### src/rtl/poll_pkg.sv
package poll_pkg;

    localparam int unsigned RD_W       = 8;
    localparam int unsigned TOGGLE_BIT = 6;
    localparam int unsigned MATCH_BIT  = 7;

    typedef enum logic [1:0] {
        ST_IDLE  = 2'd0,
        ST_ISSUE = 2'd1,
        ST_WAIT  = 2'd2,
        ST_GAP   = 2'd3
    } poll_state_e;

    localparam logic [1:0] MODE_TOGGLE_SLOW = 2'd1;

    // mode codes 2 and 3 both select data polling
    function automatic logic mode_is_data(input logic [1:0] mode);
        return mode[1];
    endfunction

endpackage

### src/rtl/poll_gap_timer.sv
module poll_gap_timer #(
    parameter int unsigned GAP_CYC = 2000000
) (
    input  logic clk_i,
    input  logic rst_ni,
    input  logic run_i,
    output logic expire_o
);
    localparam int unsigned GW = $clog2(GAP_CYC + 1);
    localparam logic [GW-1:0] LAST = GW'(GAP_CYC - 1);

    logic [GW-1:0] cnt_d, cnt_q;

    // counts the cycles spent waiting; restarts from zero whenever idle
    always_comb begin
        cnt_d = cnt_q;
        if (!run_i) begin
            cnt_d = '0;
        end else if (cnt_q != LAST) begin
            cnt_d = cnt_q + 1'b1;
        end
    end

    always_ff @(posedge clk_i) begin
        if (!rst_ni) begin
            cnt_q <= '0;
        end else begin
            cnt_q <= cnt_d;
        end
    end

    assign expire_o = run_i && (cnt_q == LAST);

endmodule

### src/rtl/poll_bit_judge.sv
module poll_bit_judge (
    input  logic is_data_i,
    input  logic tog_bit_i,
    input  logic poll_bit_i,
    input  logic ref_bit_i,
    input  logic exp_bit_i,
    output logic match_o
);
    logic toggle_still;
    logic poll_hit;

    always_comb begin
        toggle_still = (tog_bit_i == ref_bit_i);
        poll_hit     = (poll_bit_i == exp_bit_i);
        match_o      = is_data_i ? poll_hit : toggle_still;
    end

endmodule

### src/rtl/poll_iter_counter.sv
module poll_iter_counter #(
    parameter int unsigned MAX_ITER  = 32'h0FFF_FFFF,
    parameter int unsigned WARN_ITER = 32'h0010_0000
) (
    input  logic                               clk_i,
    input  logic                               rst_ni,
    input  logic                               clr_i,
    input  logic                               inc_i,
    output logic [$clog2(MAX_ITER + 1)-1:0]    count_o,
    output logic                               last_o,
    output logic                               beyond_warn_o
);
    localparam int unsigned IW = $clog2(MAX_ITER + 1);
    localparam logic [IW-1:0] TOP = IW'(MAX_ITER);
    localparam logic [IW-1:0] PRE = IW'(MAX_ITER - 1);

    logic [IW-1:0] cnt_d, cnt_q;

    always_comb begin
        cnt_d = cnt_q;
        if (clr_i) begin
            cnt_d = '0;
        end else if (inc_i && (cnt_q != TOP)) begin
            cnt_d = cnt_q + 1'b1;
        end
    end

    always_ff @(posedge clk_i) begin
        if (!rst_ni) begin
            cnt_q <= '0;
        end else begin
            cnt_q <= cnt_d;
        end
    end

    assign count_o       = cnt_q;
    // the read being counted now is the final one allowed
    assign last_o        = (cnt_q == PRE);
    // after the pending increment the total exceeds the warning level
    assign beyond_warn_o = (32'(cnt_q) >= WARN_ITER);

endmodule

### src/rtl/flash_done_poller.sv
module flash_done_poller
    import poll_pkg::*;
#(
    parameter int unsigned AW        = 16,
    parameter int unsigned MAX_ITER  = 32'h0FFF_FFFF,
    parameter int unsigned WARN_ITER = 32'h0010_0000,
    parameter int unsigned GAP_CYC   = 2000000
) (
    input  logic                            clk_i,
    input  logic                            rst_ni,
    input  logic                            start_i,
    input  logic [1:0]                      mode_i,
    input  logic [AW-1:0]                   addr_i,
    input  logic [RD_W-1:0]                 expect_i,
    output logic                            rd_req_o,
    output logic [AW-1:0]                   rd_addr_o,
    input  logic                            rd_valid_i,
    input  logic [RD_W-1:0]                 rd_data_i,
    output logic                            busy_o,
    output logic                            done_o,
    output logic                            timeout_o,
    output logic                            warn_o,
    output logic [$clog2(MAX_ITER + 1)-1:0] iter_o
);
    localparam int unsigned IW = $clog2(MAX_ITER + 1);

    typedef struct packed {
        poll_state_e   state;
        logic          is_data;
        logic          slow;
        logic [AW-1:0] addr;
        logic          exp_bit;
        logic          ref_bit;
        logic          have_ref;
        logic          done;
        logic          timeout;
        logic          warn;
    } ctl_t;

    ctl_t ctl_d, ctl_q;

    logic          cnt_clr, cnt_inc;
    logic          cnt_last, cnt_beyond;
    logic [IW-1:0] cnt_val;
    logic          gap_run, gap_expire;
    logic          hit;
    logic          unused_bits;

    assign unused_bits = ^{rd_data_i[5:0], expect_i[6:0]};

    poll_gap_timer #(
        .GAP_CYC(GAP_CYC)
    ) u_gap (
        .clk_i   (clk_i),
        .rst_ni  (rst_ni),
        .run_i   (gap_run),
        .expire_o(gap_expire)
    );

    poll_bit_judge u_judge (
        .is_data_i (ctl_q.is_data),
        .tog_bit_i (rd_data_i[TOGGLE_BIT]),
        .poll_bit_i(rd_data_i[MATCH_BIT]),
        .ref_bit_i (ctl_q.ref_bit),
        .exp_bit_i (ctl_q.exp_bit),
        .match_o   (hit)
    );

    poll_iter_counter #(
        .MAX_ITER (MAX_ITER),
        .WARN_ITER(WARN_ITER)
    ) u_iter (
        .clk_i        (clk_i),
        .rst_ni       (rst_ni),
        .clr_i        (cnt_clr),
        .inc_i        (cnt_inc),
        .count_o      (cnt_val),
        .last_o       (cnt_last),
        .beyond_warn_o(cnt_beyond)
    );

    always_comb begin
        poll_state_e follow;

        ctl_d   = ctl_q;
        ctl_d.done = 1'b0;
        cnt_clr = 1'b0;
        cnt_inc = 1'b0;
        gap_run = (ctl_q.state == ST_GAP);
        follow  = ctl_q.slow ? ST_GAP : ST_ISSUE;

        unique case (ctl_q.state)
            ST_IDLE: begin
                if (start_i) begin
                    ctl_d.state    = ST_ISSUE;
                    ctl_d.is_data  = mode_is_data(mode_i);
                    ctl_d.slow     = (mode_i == MODE_TOGGLE_SLOW);
                    ctl_d.addr     = addr_i;
                    ctl_d.exp_bit  = expect_i[MATCH_BIT];
                    ctl_d.have_ref = 1'b0;
                    ctl_d.timeout  = 1'b0;
                    ctl_d.warn     = 1'b0;
                    cnt_clr        = 1'b1;
                end
            end
            ST_ISSUE: begin
                ctl_d.state = ST_WAIT;
            end
            ST_WAIT: begin
                if (rd_valid_i) begin
                    if (!ctl_q.is_data && !ctl_q.have_ref) begin
                        // reference read: nothing to compare against yet
                        ctl_d.have_ref = 1'b1;
                        ctl_d.ref_bit  = rd_data_i[TOGGLE_BIT];
                        ctl_d.state    = follow;
                    end else begin
                        cnt_inc = 1'b1;
                        if (hit || cnt_last) begin
                            ctl_d.state   = ST_IDLE;
                            ctl_d.done    = 1'b1;
                            ctl_d.timeout = !hit;
                            ctl_d.warn    = cnt_beyond;
                        end else begin
                            ctl_d.ref_bit = rd_data_i[TOGGLE_BIT];
                            ctl_d.state   = follow;
                        end
                    end
                end
            end
            ST_GAP: begin
                if (gap_expire) begin
                    ctl_d.state = ST_ISSUE;
                end
            end
            default: begin
                ctl_d.state = ST_IDLE;
            end
        endcase
    end

    always_ff @(posedge clk_i) begin
        if (!rst_ni) begin
            ctl_q <= '0;
        end else begin
            ctl_q <= ctl_d;
        end
    end

    assign rd_req_o  = (ctl_q.state == ST_ISSUE);
    assign rd_addr_o = ctl_q.addr;
    assign busy_o    = (ctl_q.state != ST_IDLE);
    assign done_o    = ctl_q.done;
    assign timeout_o = ctl_q.timeout;
    assign warn_o    = ctl_q.warn;
    assign iter_o    = cnt_val;

endmodule

### config.mk
export PLATFORM = sky130hd
export DESIGN_NAME = flash_done_poller
export DESIGN_NICKNAME = d
export VERILOG_FILES = /design/src/rtl/poll_pkg.sv /design/src/rtl/poll_gap_timer.sv /design/src/rtl/poll_bit_judge.sv /design/src/rtl/poll_iter_counter.sv /design/src/rtl/flash_done_poller.sv
export SDC_FILE = /design/constraint.sdc
export NUM_CORES = 1
export LEC_CHECK = 0
export CAP_MARGIN = 5
export CORE_MARGIN = 5
export CORE_UTILIZATION = 55
export DETAILED_ROUTE_END_ITERATION = 16
export DONT_BUFFER_PORTS = 1
export GPL_TIMING_DRIVEN = 0
export PLACE_DENSITY = 0.73
export SLEW_MARGIN = 15
export SYNTH_ARGS = -nofsm -noshare
export SYNTH_HDL_FRONTEND = slang
export SYNTH_SLANG_ARGS = --single-unit
### constraint.sdc
create_clock -name clk_i -period 2.05 [get_ports clk_i]
set_input_delay 0.3075 -clock clk_i [delete_from_list [all_inputs] [get_ports clk_i]]
set_output_delay 0.3075 -clock clk_i [all_outputs]
set_load 0.05 [all_outputs]
Word level (Yosys, flattened, before mapping)
Index checks and enable logic that the tools add are counted.
- muxes and demuxes: 23
- reductions and logical operators: 18
- equality and inequality tests: 17
- order comparisons: 1
- add/sub/neg operators: 2
- bitwise logic cells: 3
- operators by type and width (cell ; count):
    adder 28 x 1 -> 28 bit (second input constant) ; 1
    == test 28 bit (second input constant) ; 1
    greater-or-equal comparator 28 x 21 -> 1 bit (second input constant) ; 1
    inequality test 28 bit (second input constant) ; 1
    adder 21 x 1 -> 21 bit (second input constant) ; 1
    == test 21 bit (second input constant) ; 1
    2-to-1 mux 21 bit ; 1
    inequality test 21 bit (second input constant) ; 1
    inequality test 2 bit (second input constant) ; 7
    2-to-1 mux 2 bit ; 6
    2-to-1 mux 1 bit ; 10
    case mux 2 bit (4 select lines) ; 1
    2-to-1 mux 3 bit ; 2
    AND reduction 3 bit ; 2
    AND reduction 5 bit ; 1
    == test 2 x 1 -> 1 bit (second input constant) ; 2
    == test 2 bit (second input constant) ; 2
    2-to-1 mux 4 bit ; 1
    case mux 2 bit (2 select lines) ; 1
    AND reduction 2 bit ; 2
    AND reduction 4 bit ; 1
    nonzero test 2 bit ; 2
    OR reduction 4 bit ; 1
    logical AND 1 bit ; 3
    other kinds (7) ; 12
- logic and storage cells: 76
- bits in registers: 75

Depth between registers and ports, before layout
Gate-level depths: netlist of run 1.
- word-level depth: 7
- mapped depth: 7
- depth with buffers taken out: 6

Hierarchy
Synthesis of run 1 repeated with hierarchy kept, for this count alone.
- cell total of the unflattened synthesis: 453
- area total of the unflattened synthesis: 3829.9 um^2
- by module, submodules not included (module ; area each (um^2) ; cells each ; times used ; sequential area each (um^2)):
    poll_iter_counter ; 1557.7 ; 190 ; 1 ; 560.5
    flash_done_poller ; 1194.9 ; 136 ; 1 ; 520.5
    poll_gap_timer ; 1049.8 ; 124 ; 1 ; 420.4
    poll_bit_judge ; 27.5 ; 3 ; 1 ; 0.0

Worst setup path after synthesis of run 1
No wires, ideal clock.
- path type: reg-to-reg
- from: register u_iter.cnt_q[2] (netlist: u_iter.count_o[2])
- to: register u_iter.cnt_q[25] (netlist: u_iter.count_o[25])
- data arrival time: 2.492 ns
- setup time: 0.061 ns
- data required time: 1.989 ns
- cell stages (with the launch flop): 7
- slack: -0.503 ns
- buffers on the path: 1
- cell sequence: dfxtp_1 > nand4_2 > or4_1 > buf_2 > a2111o_1 > or4_1 > nand2_1
- longest elaborated chain between the ends: 2
- elaborated cells between the ends (all ways): 3
- RTL lines (item ; RTL line ; RTL):
    start: declaration ; poll_iter_counter.sv:17 ; logic [IW-1:0] cnt_d, cnt_q;
    start signal: assignment ; poll_iter_counter.sv:32 ; cnt_q <= cnt_d;
    parallel branches: the longest is 2 deep, another holds adder 28 x 1 -> 28 bit ; -- ;
Several ways; the timed one is not identified.
A chain may end at the register's enable or synchronous reset.

Worst setup path in the final report of run 1
- from: register u_iter.cnt_q[2] (netlist: u_iter.count_o[2])
- to: register u_iter.cnt_q[23] (netlist: u_iter.count_o[23])
Same word-level chain as after synthesis.

==> flow_summary.json, run 1 <==
{
  "arrival_ns": 2.50,
  "final_common_cell": "nand2_1",
  "rrSetupSlack_ns": -0.16,
  "grtUsageTotal_pct": 21.8,
  "vdd_drop_max_mv": 0.523,
  "p_switching_w": 0.000812,
  "multi_input_area_um2": 2180,
  "start_util_pct": 57.5,
  "netlist.area_leader.share_pct": 40.7,
  "syn_nets": 488,
  "syn_to_final_growth_pct": 23.6,
  "cts_tree": "built",
  "yosysSeqAreaShare_pct": 40.7,
  "cts.path.max_buffers": 2,
  "power_leakage_nw": 1.54,
  "seq_power_share_pct": 47.6,
  "antenna_found_initial": 0,
  "die_h_um": 91.9,
  "hpwl_um": 6260,
  "synthDistinctLibCells": 48,
  "fin_area_um2": 4560,
  "fin_cells": 559,
  "min_period_ns": 2.21,
  "synth_flop_cell": "dfxtp_1",
  "intPower_w": 0.00228,
  "drv_slew": 0,
  "fillers": 480,
  "clock-sinks": 75,
  "design.die.area_um2": 8450,
  "whs_ns": 0.0972,
  "worstHoldPathType": "in2reg",
  "setup_viol": 15,
  "r2r_cells": 5,
  "drt_iter0_markers": 181,
  "diodes": 0,
  "power_density_nw_per_um2": 678,
  "numCtsBuffers": 9,
  "gp_congestion": 0.808,
  "worst_ep_required_time_ns": 2.34,
  "skew_ns": 0.0133,
  "dp.cells": 523,
  "drt-total-wl_um": 9410,
  "end_kind": "flip-flop",
  "die_w_um": 91.9,
  "min_from": "addr_i[3]",
  "slew_headroom_pct": 59.4,
  "insertion_delay_ns": 0.36,
  "finalCritPeriodShare_pct": 108,
  "overflow": 0,
  "min_to": "rd_addr_o[3]$_SDFFE_PN0P_",
  "synth_area_leader_cell": "dfxtp_1",
  "grt_setup_unrepaired": "yes",
  "critPathKind": "reg2reg",
  "drc": 0,
  "regArea_um2": 1610,
  "worstMarginPinSlew_ns": 0.608,
  "ys_async_sr_fraction_pct": 0,
  "holdPathStages": 2,
  "post-place-ws_ns": -0.347,
  "timing.rr.start": "u_iter.count_o[2]$_SDFFE_PP0P_",
  "layout.nets": 519,
  "core_um2": 6420,
  "place.port_buffers": 0,
  "outcome": "finished with violations",
  "htree_levels": 3,
  "ys_top_cells_by_area": "dfxtp_1, nand2_1, xnor2_1",
  "r2r-end": "u_iter.count_o[23]$_SDFFE_PP0P_",
  "violations": "setup timing",
  "crit_path_start_kind": "flip-flop",
  "grt_pass1_vias": 3236,
  "drive_gt1_share_pct": 24.5,
  "syn_area_um2": 3690,
  "final_cell_mix": "nand2_1, dfxtp_1, nor2_1, buf_4, dfxtp_4",
  "final_core_util_pct": 71.1,
  "ys_ff_latch": 75,
  "row_count": 29,
  "cap_violations": 0,
  "grt_pass1_wl_um": 15000,
  "root_buffer": "clkbuf_8",
  "setup_ws_ns": -0.158,
  "syn_inst": 446,
  "grt_max_degree": 14,
  "max_freq_ghz": 0.453,
  "num_vias": 3395,
  "p_clk_share_pct": 43.0,
  "ant_nets": 0,
  "dr.pass1.iters": 4,
  "hold_viol": 0,
  "syn_avg_cell_area_um2": 8.28,
  "wire_per_inst_um": 16.8,
  "placed_area_um2": 3900,
  "synth_edf_count": 0,
  "yosysWarnings": 0,
  "clkTransAtPathRegs_ns": 0.08,
  "io_pins": 87,
  "pwr-share-comb_pct": 9.4,
  "path_max_fanout": 6,
  "vias_per_cell": 6.07,
  "p_sw_share_pct": 26.2
}
==> cell usage after synthesis, types with 11 or more instances <==
cell type,number
a21boi_0,20
a21oi_1,18
buf_4,16
clkbuf_1,17
dfxtp_1,75
inv_1,13
nand2_1,69
nand3_1,13
nand4_1,11
nor2_1,37
nor4_1,12
o21ai_0,14
or4_1,11
xnor2_1,18
==> power groups by stage <==
stage / sequential [W] / combinational, W / clock (W)
CTS: 0.00148 / 0.000287 / 0.00134
global route: 0.00148 / 0.000315 / 0.00142
finish: 0.00147 / 0.000290 / 0.00133
global placement: 0.00153 / 0.000277 / 0
floorplan: 0.00152 / 0.000243 / 0
detailed placement: 0.00153 / 0.000282 / 0
==> worst max-delay path by stage <==
stage	startpoint	depth (start not counted)	slack (ns)	endpoint
after global routing	u_iter.count_o[2]$_SDFFE_PP0P_	8	-0.26	u_iter.count_o[10]$_SDFFE_PP0P_
after floorplan	u_iter.count_o[9]$_SDFFE_PP0P_	6	-0.09	u_iter.count_o[23]$_SDFFE_PP0P_
after global placement	u_iter.count_o[20]$_SDFFE_PP0P_	6	-0.32	warn_o$_SDFFE_PN0P_
after CTS	u_iter.count_o[2]$_SDFFE_PP0P_	6	-0.22	u_iter.count_o[23]$_SDFFE_PP0P_
final	u_iter.count_o[2]$_SDFFE_PP0P_	5	-0.16	u_iter.count_o[23]$_SDFFE_PP0P_
after detailed placement	u_iter.count_o[20]$_SDFFE_PP0P_	7	-0.35	u_iter.count_o[13]$_SDFFE_PP0P_
==> through the flow <==
stage | setup TNS (ns) | power, W
2_1_floorplan | -0.452 | 0.00176
3_3_place_gp | -6.02 | 0.00180
3_5_place_dp | -6.96 | 0.00181
4_1_cts | -3.41 | 0.00311
5_1_grt | -2.66 | 0.00321
6_report | -1.39 | 0.00309
==> critical path, stage by stage, from the launching register on <==
cell	delay, ns
dfxtp_4	0.49
nand4_4	0.15
or4_4	0.57
a2111o_1	0.38
or4_1	0.48
nand2_1	0.07
==> logic make-up after synthesis <==
group                    count (synthesis)  share of synthesized area, %
AND/OR/NAND/NOR                        201                          27.7
AO/OA/AOI/OAI                           85                          15.8
flip-flops                              75                          40.7
buffers and inverters                   49                          6.68
XOR/XNOR                                26                          6.17
multiplexers                             6                          1.63
adder cells (fa/ha/maj)                  4                          1.36
==> registers in the layout, summed over array words and instances, names as in the netlist <==
signal,flops
warn_o,1
done_o,1
rd_addr_o,16
timeout_o,1
u_iter.count_o,28
ctl_q,7
u_gap.cnt_q,21
==> layer usage <==
metal  global-route usage, %  up-vias  wire, µm  part of all wire, %
li1                        -     1651         -                    -
met1                    26.7     1613      4000                   43
met2                    34.7      108      4500                   48
met3                    7.77       23       675                  7.2
met4                    9.53        0       233                  2.5
met5                       0        -         0                    0
==> what timing repair did <==
action                     CTS  global route
setup endpoints to repair   38            50
buffers inserted            10            12
gates resized for setup     37            43
pin swaps                   13            25
hold buffers                 0             0
gates cloned                 0             1
==> cell type report <==
| cell class | count | share of cell area (%) |
|---|---|---|
| Sequential cell | 75 | 35.2 |
| Inverter | 13 | 1.07 |
| Timing Repair Buffer | 23 | 4.19 |
| Clock buffer | 12 | 4.11 |
| Clock inverter | 4 | 1.10 |
| Tap cell | 77 | 2.11 |
| Multi-Input combinational cell | 322 | 47.7 |
| Buffer | 33 | 4.50 |
No activity file was read; power rests on OpenSTA's default activity.
==> inputs of run 2 (changes only) <==
Settings changed: CTS_CLUSTER_DIAMETER set to 30, GPL_ROUTABILITY_DRIVEN set to 0.
==> results of run 2 <==
Same layout as run 1: the final DEF is identical, and so are final timing and power.
==> inputs of run 3 (changes only) <==
Clock period 2.05 ns to 1.9 ns, I/O delays scaled along.
==> run 3 against run 2 <==
Compared with the run above: the flow still finishes with violations (setup timing); highest routed layer unchanged; register-to-register slack got worse by 0.25 ns; global-route usage rose by 0.39 points; design area rose by 3.1%; combinational power rose by 13%; die area did not move; clock skew fell by 0.0040 ns; count of clock-buffer cells in the layout did not move.
==> flow_summary.json, run 3 (synthesis gave the netlist of run 1 again) <==
{
  "outcome": "finished with violations",
  "violations": "setup timing",
  "final_core_util_pct": 73.3,
  "design.die.area_um2": 8450,
  "numCtsBuffers": 9,
  "grt_max_degree": 13,
  "finalSetupTns_ns": -5.37,
  "setup_viol": 23,
  "fillers": 467,
  "cap_violations": 0,
  "start_util_pct": 57.5,
  "grt_pass1_vias": 3345,
  "cts_tree": "built",
  "drive_gt1_share_pct": 29.4,
  "max_freq_ghz": 0.433,
  "crit_path_start_kind": "flip-flop",
  "place.port_buffers": 0,
  "min_from": "addr_i[4]",
  "skew_ns": 0.00928,
  "htree_levels": 3,
  "arrival_ns": 2.58,
  "hold_viol": 0,
  "startpoint": "u_iter.count_o[2]$_SDFFE_PP0P_",
  "die_h_um": 91.9,
  "power_leakage_nw": 1.60,
  "cp_common_cell": "or4_4",
  "min_period_ns": 2.31,
  "insertion_delay_ns": 0.34,
  "post-place-ws_ns": -0.431,
  "path_max_fanout": 6,
  "end_kind": "flip-flop",
  "critPathKind": "reg2reg",
  "cp_top_family": "simple AND/OR/NAND/NOR gates",
  "vias_per_cell": 6.07,
  "drt-total-wl_um": 9500,
  "layout.nets": 524,
  "antenna_found_initial": 0,
  "seq_power_share_pct": 49.0,
  "worstMarginPinSlew_ns": 0.574,
  "crit_buf_inv": 0,
  "hpwl_um": 6150,
  "timing.rr.start": "u_iter.count_o[2]$_SDFFE_PP0P_",
  "clkTransAtPathRegs_ns": 0.08,
  "slowest_stage": "or4_4",
  "grtUsageTotal_pct": 22.2,
  "grt_setup_unrepaired": "yes",
  "io_pins": 87,
  "p_clk_share_pct": 40.9,
  "p_sw_share_pct": 25.6,
  "dr.pass1.iters": 4,
  "finalCritPeriodShare_pct": 122,
  "diodes": 0,
  "syn_to_final_growth_pct": 27.5,
  "largest_reg_flops": 28,
  "crit_chain": "nand4_4 > or4_4 > a2111o_1 > or4_4 > nand2_2",
  "p_switching_w": 0.000833,
  "drv_slew": 0,
  "grt_pass1_wl_um": 15500,
  "final_cell_mix": "nand2_1, dfxtp_1, buf_4, nor2_1, dfxtp_4",
  "drt_iter0_markers": 116,
  "worst_ep_required_time_ns": 2.18,
  "slowest_delay_ns": 0.56,
  "cts.path.max_buffers": 2,
  "die_w_um": 91.9,
  "root_buffer": "clkbuf_8",
  "core_um2": 6420,
  "final_common_cell": "nand2_1",
  "row_count": 29,
  "setup_ws_ns": -0.409,
  "ant_nets": 0,
  "pwr-share-comb_pct": 10.1,
  "vdd_drop_max_mv": 0.494,
  "ctsHoldBuffers": 0,
  "clock-sinks": 75,
  "num_vias": 3425,
  "power_density_nw_per_um2": 690,
  "placed_area_um2": 3950,
  "overflow": 0,
  "drc": 0,
  "worstHoldPathType": "in2reg",
  "wire_per_inst_um": 16.9,
  "fin_area_um2": 4710,
  "intPower_w": 0.00241,
  "slew_headroom_pct": 61.7
}
## run 3: changes by cell type in the layout (fill, tap and decap cells not counted), sizes merged
cell    change
inv         -2
clkbuf      +2
clkinv      +2
buf         +3
## run 3: worst paths after layout
kind / to / slack [ns] / depth (start not counted)
worst max-delay path: u_iter.count_o[25]$_SDFFE_PP0P_ / -0.41 / 5
worst min-delay path: rd_addr_o[4]$_SDFFE_PN0P_ / 0.09 / 2
worst max register to register: u_iter.count_o[25]$_SDFFE_PP0P_ / -0.41 / 5
worst min register to register: rd_addr_o[15]$_SDFFE_PN0P_ / 0.46 / 2
## run 3: metrics by stage
step | hold slack (ns) | total power [W] | instances
global placement | 0.433 | 0.00195 | 523
CTS | 0.0757 | 0.00328 | 562
detailed placement | 0.441 | 0.00195 | 523
floorplan | 0.427 | 0.00191 | 446
global route | 0.0899 | 0.00340 | 564
finish | 0.0906 | 0.00325 | 564
## run 3: cell type report
cell class	instances	area (µm²)	share of cell area, %
Buffer	33	219	4.65
Clock buffer	12	176	3.75
Clock inverter	4	45.0	0.957
Timing Repair Buffer	28	236	5.02
Multi-Input combinational cell	322	2270	48.3
Sequential cell	75	1610	34.2
Inverter	13	48.8	1.04
Tap cell	77	96.3	2.05
## run 3: worst reg2reg max path, delay by kind of cell, from the launching register on
family             cells  cell delay [ns]
DFF                    1             0.48
AOI/OAI and AO/OA      1             0.48
and+or+nand+nor        4             1.28
## run 3: power groups by stage
stage               combinational [W]  sequential [W]  clock [W]
global route                 0.000358         0.00159    0.00144
CTS                          0.000328         0.00160    0.00135
detailed placement           0.000310         0.00164          0
floorplan                    0.000269         0.00164          0
global placement             0.000306         0.00164          0
finish                       0.000328         0.00159    0.00133
## run 3: timing repair
item | 4_1_cts | 5_1_grt
pin swaps | 32 | 15
buffers inserted | 22 | 6
gates resized for setup | 56 | 34
cloned | 1 | 0
setup endpoints to repair | 53 | 61
## run 3: metal layers
metal / global-route usage, % / part of all wire (%) / vias up
li1: - / - / 1657
met1: 27.8 / 42 / 1632
met2: 35.2 / 48 / 118
met3: 7.45 / 8.2 / 18
met4: 9.28 / 1.8 / 0
met5: 0 / 0 / -
